File: config.mk
export PLATFORM = sky130hd
export DESIGN_NAME = iq_quarter_demod
export DESIGN_NICKNAME = d
export VERILOG_FILES = /design/src/rtl/iqd_pkg.sv /design/src/rtl/iqd_phase_ctr.sv /design/src/rtl/iqd_sign_map.sv /design/src/rtl/iqd_hold.sv /design/src/rtl/iq_quarter_demod.sv
export SDC_FILE = /design/constraint.sdc
export NUM_CORES = 1
export LEC_CHECK = 0
export BUFFER_PORTS_ARGS = -buffer_cell sky130_fd_sc_hd__buf_2
export CAP_MARGIN = 0
export CORE_ASPECT_RATIO = 2
export CORE_MARGIN = 4
export CORE_UTILIZATION = 45
export CTS_CLUSTER_DIAMETER = 120
export DETAILED_ROUTE_END_ITERATION = 8
export GPL_ROUTABILITY_DRIVEN = 0
export HOLD_SLACK_MARGIN = 0.02
export PLACE_DENSITY = 0.62
export SLEW_MARGIN = 40
export SYNTH_ARGS = -nofsm -noshare
export SYNTH_HDL_FRONTEND = slang
export SYNTH_SLANG_ARGS = --single-unit
File: constraint.sdc
create_clock -name clk -period 1.8 [get_ports clk]
set_input_delay 0.27 -clock clk [delete_from_list [all_inputs] [get_ports clk]]
set_output_delay 0.27 -clock clk [all_outputs]
set_load 0.02 [all_outputs]
File: src/rtl/iqd_pkg.sv
package iqd_pkg;

    // Carrier phase of a sample taken at four times the IF
    typedef enum logic [1:0] {
        PH_I_POS = 2'd0,
        PH_Q_POS = 2'd1,
        PH_I_NEG = 2'd2,
        PH_Q_NEG = 2'd3
    } iqd_phase_e;

endpackage

File: src/rtl/iqd_phase_ctr.sv
module iqd_phase_ctr
    import iqd_pkg::*;
(
    input  logic       clk,
    input  logic       rst_n,
    input  logic       smp_valid,
    input  logic       phase_zero,
    output iqd_phase_e cur_phase
);

    typedef struct packed {
        iqd_phase_e phase;
    } ctr_state_t;

    ctr_state_t st_d, st_q;
    logic [1:0] nxt_idx;

    always_comb begin
        cur_phase = phase_zero ? PH_I_POS : st_q.phase;
        nxt_idx   = 2'(cur_phase) + 2'd1;
        st_d      = st_q;
        if (phase_zero) begin
            st_d.phase = PH_I_POS;
        end
        if (smp_valid) begin
            st_d.phase = iqd_phase_e'(nxt_idx);
        end
    end

    always_ff @(posedge clk or negedge rst_n) begin
        if (!rst_n) begin
            st_q <= '{phase: PH_I_POS};
        end else begin
            st_q <= st_d;
        end
    end

    AST_PHASE_STEP: assert property (@(posedge clk) disable iff (!rst_n)
        (smp_valid && !phase_zero) |=> (2'(st_q.phase) == 2'($past(st_q.phase) + 2'd1)));
    AST_PHASE_ZERO: assert property (@(posedge clk) disable iff (!rst_n)
        (phase_zero && !smp_valid) |=> (st_q.phase == PH_I_POS));
    AST_PHASE_IDLE: assert property (@(posedge clk) disable iff (!rst_n)
        (!smp_valid && !phase_zero) |=> $stable(st_q.phase));

endmodule

File: src/rtl/iqd_sign_map.sv
module iqd_sign_map
    import iqd_pkg::*;
#(
    parameter int SMP_W = 14
) (
    input  logic                    clk,
    input  logic                    rst_n,
    input  logic                    smp_valid,
    input  logic signed [SMP_W-1:0] smp_data,
    input  iqd_phase_e              cur_phase,
    output logic                    s1_valid,
    output logic                    s1_is_q,
    output logic                    s1_pair_done,
    output logic signed [SMP_W-1:0] s1_val
);

    localparam logic signed [SMP_W-1:0] SMP_MIN = {1'b1, {(SMP_W-1){1'b0}}};
    localparam logic signed [SMP_W-1:0] SMP_MAX = {1'b0, {(SMP_W-1){1'b1}}};

    typedef struct packed {
        logic                    valid;
        logic                    is_q;
        logic                    pair_done;
        logic signed [SMP_W-1:0] val;
    } map_state_t;

    map_state_t st_d, st_q;
    logic signed [SMP_W-1:0] neg_val;
    logic                    do_neg;

    always_comb begin
        do_neg  = (cur_phase == PH_I_NEG) || (cur_phase == PH_Q_NEG);
        neg_val = (smp_data == SMP_MIN) ? SMP_MAX : -smp_data;
        st_d    = st_q;
        st_d.valid = smp_valid;
        if (smp_valid) begin
            st_d.is_q      = (cur_phase == PH_Q_POS) || (cur_phase == PH_Q_NEG);
            st_d.pair_done = st_d.is_q;
            st_d.val       = do_neg ? neg_val : smp_data;
        end
    end

    always_ff @(posedge clk or negedge rst_n) begin
        if (!rst_n) begin
            st_q <= '0;
        end else begin
            st_q <= st_d;
        end
    end

    assign s1_valid     = st_q.valid;
    assign s1_is_q      = st_q.is_q;
    assign s1_pair_done = st_q.pair_done;
    assign s1_val       = st_q.val;

    AST_NEG_SAT: assert property (@(posedge clk) disable iff (!rst_n)
        (smp_valid && (cur_phase == PH_I_NEG || cur_phase == PH_Q_NEG) && smp_data == SMP_MIN)
        |=> (s1_val == SMP_MAX));
    AST_ACCEPT: assert property (@(posedge clk) disable iff (!rst_n)
        smp_valid |=> s1_valid);

endmodule

File: src/rtl/iqd_hold.sv
module iqd_hold #(
    parameter int SMP_W     = 14,
    parameter bit PAIR_RATE = 1'b0
) (
    input  logic                    clk,
    input  logic                    rst_n,
    input  logic                    s1_valid,
    input  logic                    s1_is_q,
    input  logic                    s1_pair_done,
    input  logic signed [SMP_W-1:0] s1_val,
    output logic signed [SMP_W-1:0] dm_i,
    output logic signed [SMP_W-1:0] dm_q,
    output logic                    dm_valid
);

    typedef struct packed {
        logic signed [SMP_W-1:0] i_hold;
        logic signed [SMP_W-1:0] q_hold;
        logic signed [SMP_W-1:0] out_i;
        logic signed [SMP_W-1:0] out_q;
        logic                    out_valid;
    } hold_state_t;

    hold_state_t st_d, st_q;
    logic        emit;

    generate
        if (PAIR_RATE) begin : g_pair
            assign emit = s1_valid && s1_pair_done;
        end else begin : g_full
            assign emit = s1_valid;
        end
    endgenerate

    always_comb begin
        st_d = st_q;
        if (s1_valid) begin
            if (s1_is_q) begin
                st_d.q_hold = s1_val;
            end else begin
                st_d.i_hold = s1_val;
            end
        end
        st_d.out_valid = emit;
        if (emit) begin
            st_d.out_i = st_d.i_hold;
            st_d.out_q = st_d.q_hold;
        end
    end

    always_ff @(posedge clk or negedge rst_n) begin
        if (!rst_n) begin
            st_q <= '0;
        end else begin
            st_q <= st_d;
        end
    end

    assign dm_i     = st_q.out_i;
    assign dm_q     = st_q.out_q;
    assign dm_valid = st_q.out_valid;

    AST_Q_KEPT: assert property (@(posedge clk) disable iff (!rst_n)
        (s1_valid && !s1_is_q) |=> $stable(st_q.q_hold));
    AST_I_KEPT: assert property (@(posedge clk) disable iff (!rst_n)
        (s1_valid && s1_is_q) |=> $stable(st_q.i_hold));
    AST_NO_SPURIOUS: assert property (@(posedge clk) disable iff (!rst_n)
        !s1_valid |=> !dm_valid);

endmodule

File: src/rtl/iq_quarter_demod.sv
module iq_quarter_demod
    import iqd_pkg::*;
#(
    parameter int SMP_W     = 14,
    parameter bit PAIR_RATE = 1'b0
) (
    input  logic                    clk,
    input  logic                    rst_n,
    input  logic                    smp_valid,
    input  logic signed [SMP_W-1:0] smp_data,
    input  logic                    phase_zero,
    output logic signed [SMP_W-1:0] dm_i,
    output logic signed [SMP_W-1:0] dm_q,
    output logic                    dm_valid
);

    iqd_phase_e              cur_phase;
    logic                    s1_valid;
    logic                    s1_is_q;
    logic                    s1_pair_done;
    logic signed [SMP_W-1:0] s1_val;

    iqd_phase_ctr u_ctr (
        .clk        (clk),
        .rst_n      (rst_n),
        .smp_valid  (smp_valid),
        .phase_zero (phase_zero),
        .cur_phase  (cur_phase)
    );

    iqd_sign_map #(.SMP_W(SMP_W)) u_map (
        .clk          (clk),
        .rst_n        (rst_n),
        .smp_valid    (smp_valid),
        .smp_data     (smp_data),
        .cur_phase    (cur_phase),
        .s1_valid     (s1_valid),
        .s1_is_q      (s1_is_q),
        .s1_pair_done (s1_pair_done),
        .s1_val       (s1_val)
    );

    iqd_hold #(.SMP_W(SMP_W), .PAIR_RATE(PAIR_RATE)) u_hold (
        .clk          (clk),
        .rst_n        (rst_n),
        .s1_valid     (s1_valid),
        .s1_is_q      (s1_is_q),
        .s1_pair_done (s1_pair_done),
        .s1_val       (s1_val),
        .dm_i         (dm_i),
        .dm_q         (dm_q),
        .dm_valid     (dm_valid)
    );

    generate
        if (!PAIR_RATE) begin : g_full_chk
            AST_FULL_RATE: assert property (@(posedge clk) disable iff (!rst_n)
                s1_valid |=> dm_valid);
        end else begin : g_pair_chk
            AST_PAIR_ONLY: assert property (@(posedge clk) disable iff (!rst_n)
                (s1_valid && !s1_is_q) |=> !dm_valid);
        end
    endgenerate

endmodule

## After elaboration in Yosys (flattened, before gate mapping)

Index checks and enable logic that the tools add are counted.
Widths: inputs -> output; s select.

| word-level totals | value |
|---|---|
| register bits after elaboration | 75 |
| bits in latches | 0 |
| RAM bits | 0 |
| ROM bits | 0 |
| input port bits | 18 |
| word-level logic and storage cells | 24 |
| memories | 0 |

| operators by class | value |
|---|---|
| $add $sub $neg | 2 |
| $mul | 0 |
| divide/modulo/power cells | 0 |
| $lt $le $gt $ge | 0 |
| equality and inequality tests | 4 |
| shift operators | 0 |
| multiplexer cells | 7 |
| bitwise gates (word level) | 0 |
| reduce and logical (&&, ||, !) cells | 2 |

Operators with widths:

| cell | count |
|---|---|
| $mux 14 | 4 |
| $mux 28 | 1 |
| $eq 14x14->1 const B | 1 |
| $neg 14->14 | 1 |
| $eq 2x2->1 const B | 2 |
| $mux 2 | 2 |
| $add 2x1->2 const B | 1 |
| $eq 2x1->1 const B | 1 |
| $logic_or 1x1->1 | 2 |

## Longest topological paths before layout

| logic depth | value |
|---|---|
| depth after elaboration | 4 |
| depth in mapped cells | 7 |
| depth with buffers taken out | 6 |

## By module

Synthesis repeated with hierarchy kept, for this count alone.

| unflattened totals | value |
|---|---|
| cell total of the unflattened synthesis | 306 |
| area, all modules | 3607.2 sq um |

By module, submodules not included:

| module | instances | cells each | area an instance (sq um) |
|---|---|---|---|
| iqd_hold | 1 | 210 | 2616.3 |
| iqd_sign_map | 1 | 88 | 898.4 |
| iqd_phase_ctr | 1 | 8 | 92.6 |

## Worst setup path after synthesis

Ideal clock, no wire load.

| timing | value |
|---|---|
| path kind | input to register |
| start point | input port smp_data[0] |
| end point | register u_map.st_q, in the netlist u_map.s1_val[3] |
| data arrival time | 1495 ps |
| required time | 1718 ps |
| slack | 223 ps |
| stages | 7 |
| path buffers | 1 |
| cell sequence | inv_1 -> ha_1 -> and2b_1 -> nand4_2 -> or4_4 -> buf_6 -> a31oi_1 |

| on the way | value |
|---|---|
| word-level cells in the longest chain between the ends | 3 |

RTL lines:

| element | RTL line | RTL |
|---|---|---|
| from (decl) | iq_quarter_demod.sv:10 | `input logic signed [SMP_W-1:0] smp_data,` |
| $neg 14->14 / $eq 14x14->1 (equally long branches) | iqd_sign_map.sv:33 | `neg_val = (smp_data == SMP_MIN) ? SMP_MAX : -smp_data;` |
| $mux 14 (*) | iqd_sign_map.sv:33 |  |
| $mux 14 (*) | iqd_sign_map.sv:39 | `st_d.val = do_neg ? neg_val : smp_data;` |
| to (signal assigned) | iqd_sign_map.sv:47 | `st_q <= st_d;` |
| to (decl) | iqd_sign_map.sv:27 | `map_state_t st_d, st_q;` |

Mark *: on every way between the ends. The rest lies on a longest branch, timed or not.
A chain may end at the register's enable or synchronous reset.

## Final worst setup path

| timing | value |
|---|---|
| start point | register u_ctr.st_q[1] (netlist name) |
| end point | register u_map.st_q, in the netlist u_map.s1_val[13] |

| on the way | value |
|---|---|
| word-level cells in the longest chain between the ends | 4 |

RTL lines:

| element | RTL line | RTL |
|---|---|---|
| from (decl) | iqd_phase_ctr.sv:15 | `ctr_state_t st_d, st_q;` |
| from (signal assigned) | iqd_phase_ctr.sv:32 | `st_q <= '{phase: PH_I_POS};` |
| from (signal assigned) | iqd_phase_ctr.sv:34 | `st_q <= st_d;` |
| $mux 2 (*) | n/a |  |
| $eq 2x2->1 | iqd_sign_map.sv:32 | `do_neg = (cur_phase == PH_I_NEG) \|\| (cur_phase == PH_Q_NEG);` |
| $logic_or 1x1->1 (*) | iqd_sign_map.sv:32 |  |
| $mux 14 (*) | iqd_sign_map.sv:39 |  |

Marked as above.

==> flow_results.org <==
** Synthesis
- Synth Net Count :: 338
- Among all flip-flop cells after synthesis, the most frequent one is dfrtp_1.
- Cell variety after synth :: 31
- The average instance in the mapped netlist occupies 11.1 um2.
- Cells after Synth :: 319
- Flop and latch count out of synthesis :: 75
- Proportion of netlist area held by the largest area contributor :: 53.0%
- Post-synthesis cell area :: 3540 um2
- After synthesis, the share of flip-flops with an asynchronous set or reset is 100%.
- Post-synth EDFFs :: 0
- Most used standard cells in the synthesized netlist :: 75 x dfrtp_1, 46 x nor2_1, 32 x a21oi_1
- Synth top area cells :: dfrtp_1 53%, mux2_2 8.6%, mux2i_1 8.2%
- Proportion of synthesized chip area in sequential cells :: 53.0%
- During synthesis, Yosys emitted a total of 0 warnings.
- Of all cell types, the one taking the most synthesized area is dfrtp_1.
- dfrtp_1 is the most common cell in the netlist.

** Pwr
- Sw power :: 1510 uW
- Combinational logic is responsible for 23.8% of the overall power.
- Share of total power in the clock network :: 30.1%
- Sequential share of power :: 46.1%
- In this run the power density over the cells is 1270 nW/um2.
- Total leakage power :: 0.00174 uW
- Cell-internal power :: 3590 uW
- Across the VDD grid, the largest voltage drop is 0.000537 V.
- Net switching is 29.6% of the power.

** STA
- Worst hold slack across all endpoints :: 0.135 ns
- Final period demand of the worst path :: 1.67 ns
- Based on the critical path, the design can be clocked at up to 0.600 GHz.
- Ratio of final minimum period to clock period :: 92.6%
- At the pin with the least slew margin, the transition time is 0.521 ns.
- The count of final hold-check violations was 0.
- Setup violations remaining at the end of the flow were counted as 0.
- Sum of negative setup slack :: 0 ns
- Max_slew headroom :: 65.2%
- The final max-slew violation count was 0.
- Setup repair after global routing left no endpoint under its margin.
- For the final database, setup skew stands at 0.00403 ns.

** Job
- Max-cap violations in this run came to 0.

** Routing
- Total wire length after detailed routing :: 6210 um
- Detailed-route wire length per cell :: 13.9 um
- Via count :: 2263
- Number of nets with antenna violations after routing :: 0
- The detailed router finished its first iteration with 87 violations.
- Number of remaining DRC errors :: 0
- After detailed routing, the number of vias per cell comes to 5.06.
- Pre-Repair DR Iteration Count :: 4

** Cells and area
- The number of antenna diodes in the final layout is 0.
- Area growth, synth to finish :: 13.3%
- Counting the fill cells in the layout gives 720.
- Of the cells placed in the final design, the portion with a size suffix greater than 1 is 30.6%.
- The final layout contains 367 nets.
- Non-filler instance count after layout :: 447

** Critical path
- Data required time at the worst endpoint :: 2.02 ns
- Along the worst path, the maximum fanout reaches 13.
- Arrival time at the worst endpoint :: 1.88 ns
- The worst setup path is launched from a flip-flop.
- The worst setup path is captured at a flip-flop.
- Crit Path Class :: reg2reg

** CTS
- After clock tree synthesis, the clock-pin slew on the worst setup and hold paths is 0.05 ns.
- The later pin in the worst-skew pair is clocked with a latency of 0.33 ns.
- TritonCTS built the clock tree.
- Clock Sinks :: 75
- The clock tree synthesis step divided the H-tree into 3 levels.
- Number of buffers created by CTS :: 9
- Count of cells resized by post-cts repair :: 0
- The tree is rooted in a clkbuf_16.
- The clock passes through at most 2 buffers.

** Die
- I/O pins :: 47
- Rows :: 45
- Horizontal die dimension :: 70.7 um
- Die span in y :: 133 um
- Core Area :: 7660 um2
- The initial utilization of the core area, before any placement, comes to 46.2%.
- The die covers 9440 um2.

** Status
- The flow ran to the end, and the final reports show no timing, DRC or antenna violations.

** Placed design
- During placement, the flow inserted port buffers numbering 46.
- Counting tap cells, the placed design contains a total of 430 instances.
- The HPWL after detailed placement is 4520 um.

** GRT
- Grt total ovfl :: 0
- Vias in the first global route :: 2280
- Overall Global Routing Usage :: 14.6%
- First-pass GRT wire length :: 10800 um
- Antenna violations before repair :: 0
- Largest net degree at the start of global routing :: 58

** Hold path
- Class of the tightest hold or removal check :: in2reg
## metal layers
layer,global-route usage [%],vias to the layer above,part of all wire (%)
met2,23.9,42,51
met4,7.95,0,2.5
li1,-,1130,-
met3,3.32,8,4.3
met1,17.6,1083,42
met5,0,-,0
## critical path: stages, from the launching register on
cell	delay, ns
dfrtp_1	0.37
or2b_2	0.33
or4_4	0.59
a32o_1	0.26
## layout make-up
| class | count | area, um2 | area share [%] |
|---|---|---|---|
| clock buffers | 13 | 240 | 5.99 |
| repair buffers | 62 | 378 | 9.42 |
| inverters | 9 | 33.8 | 0.842 |
| clock inverters | 3 | 15.0 | 0.374 |
| flip-flops and latches | 75 | 1880 | 46.8 |
| multi-input cells | 191 | 1350 | 33.6 |
| well taps | 94 | 118 | 2.93 |
## sequential cells by signal, summed over array words and instances (netlist names)
| name | flops |
|---|---|
| u_ctr.st_q | 2 |
| u_map.s1_is_q | 1 |
| u_hold.st_q | 28 |
| u_map.s1_valid | 1 |
| u_hold.dm_q | 14 |
| u_hold.dm_i | 14 |
| u_map.s1_val | 14 |
| u_hold.dm_valid | 1 |
## per-stage QoR
step           util (%)  worst slack, ns  instance area, um2  power (uW)
6_report           52.4            0.134                4010        5100
3_5_place_dp       48.9          -0.0398                3750        3610
4_1_cts            52.4            0.128                4010        5180
2_1_floorplan         -            0.223                3540        3400
5_1_grt            52.4           0.0704                4010        5390
3_3_place_gp       48.9          -0.0214                3750        3570
## power by group through the flow
stage | combinational, uW | clock (uW) | sequential (uW)
after global routing | 1350 | 1620 | 2410
final | 1210 | 1540 | 2350
after floorplan | 1090 | 0 | 2310
after global placement | 1210 | 0 | 2360
after CTS | 1240 | 1590 | 2350
after detailed placement | 1230 | 0 | 2380
## placed cells by master (no fill, tap or decap), drive strengths merged, types with 2 or more instances in the layout
| cell type | count |
|---|---|
| dfrtp | 75 |
| buf | 61 |
| nor2 | 46 |
| a21oi | 32 |
| mux2i | 29 |
| mux2 | 27 |
| a31oi | 16 |
| clkbuf | 13 |
| xnor2 | 11 |
| inv | 9 |
| nand2 | 7 |
| nor3 | 5 |
| o21ai | 4 |
| clkinv | 3 |
| nand4 | 2 |
## final timing paths
check                                 from               end  slack [ns]  cells past startpoint
hold / removal                  phase_zero     u_ctr.st_q[1]        0.14                      2
min in group asynchronous            rst_n    u_hold.dm_i[9]        0.42                      2
setup reg to reg             u_ctr.st_q[1]  u_map.s1_val[13]        0.13                      3
setup / recovery             u_ctr.st_q[1]  u_map.s1_val[13]        0.13                      3
hold reg to reg            u_hold.st_q[55]   u_hold.st_q[55]        0.49                      2
max in group asynchronous            rst_n    u_map.s1_valid        0.81                      3
## kinds of logic (layout without fill, tap and decap cells)
kind of cell	count (synthesis)	in the layout	synth area share, %
flip-flops	75	75	53.0
multiplexers	56	56	16.8
adder cells (fa/ha/maj)	1	1	0.353
XOR/XNOR	12	12	2.97
AO/OA/AOI/OAI	55	55	8.87
buffers and inverters	53	87	8.90
AND/OR/NAND/NOR	67	67	9.12
## repair_timing
action,4_1_cts,5_1_grt
hold endpoints to repair,17,0
hold buffers,1,0
buffers inserted,0,0
Power figures use the tool's default switching activity.
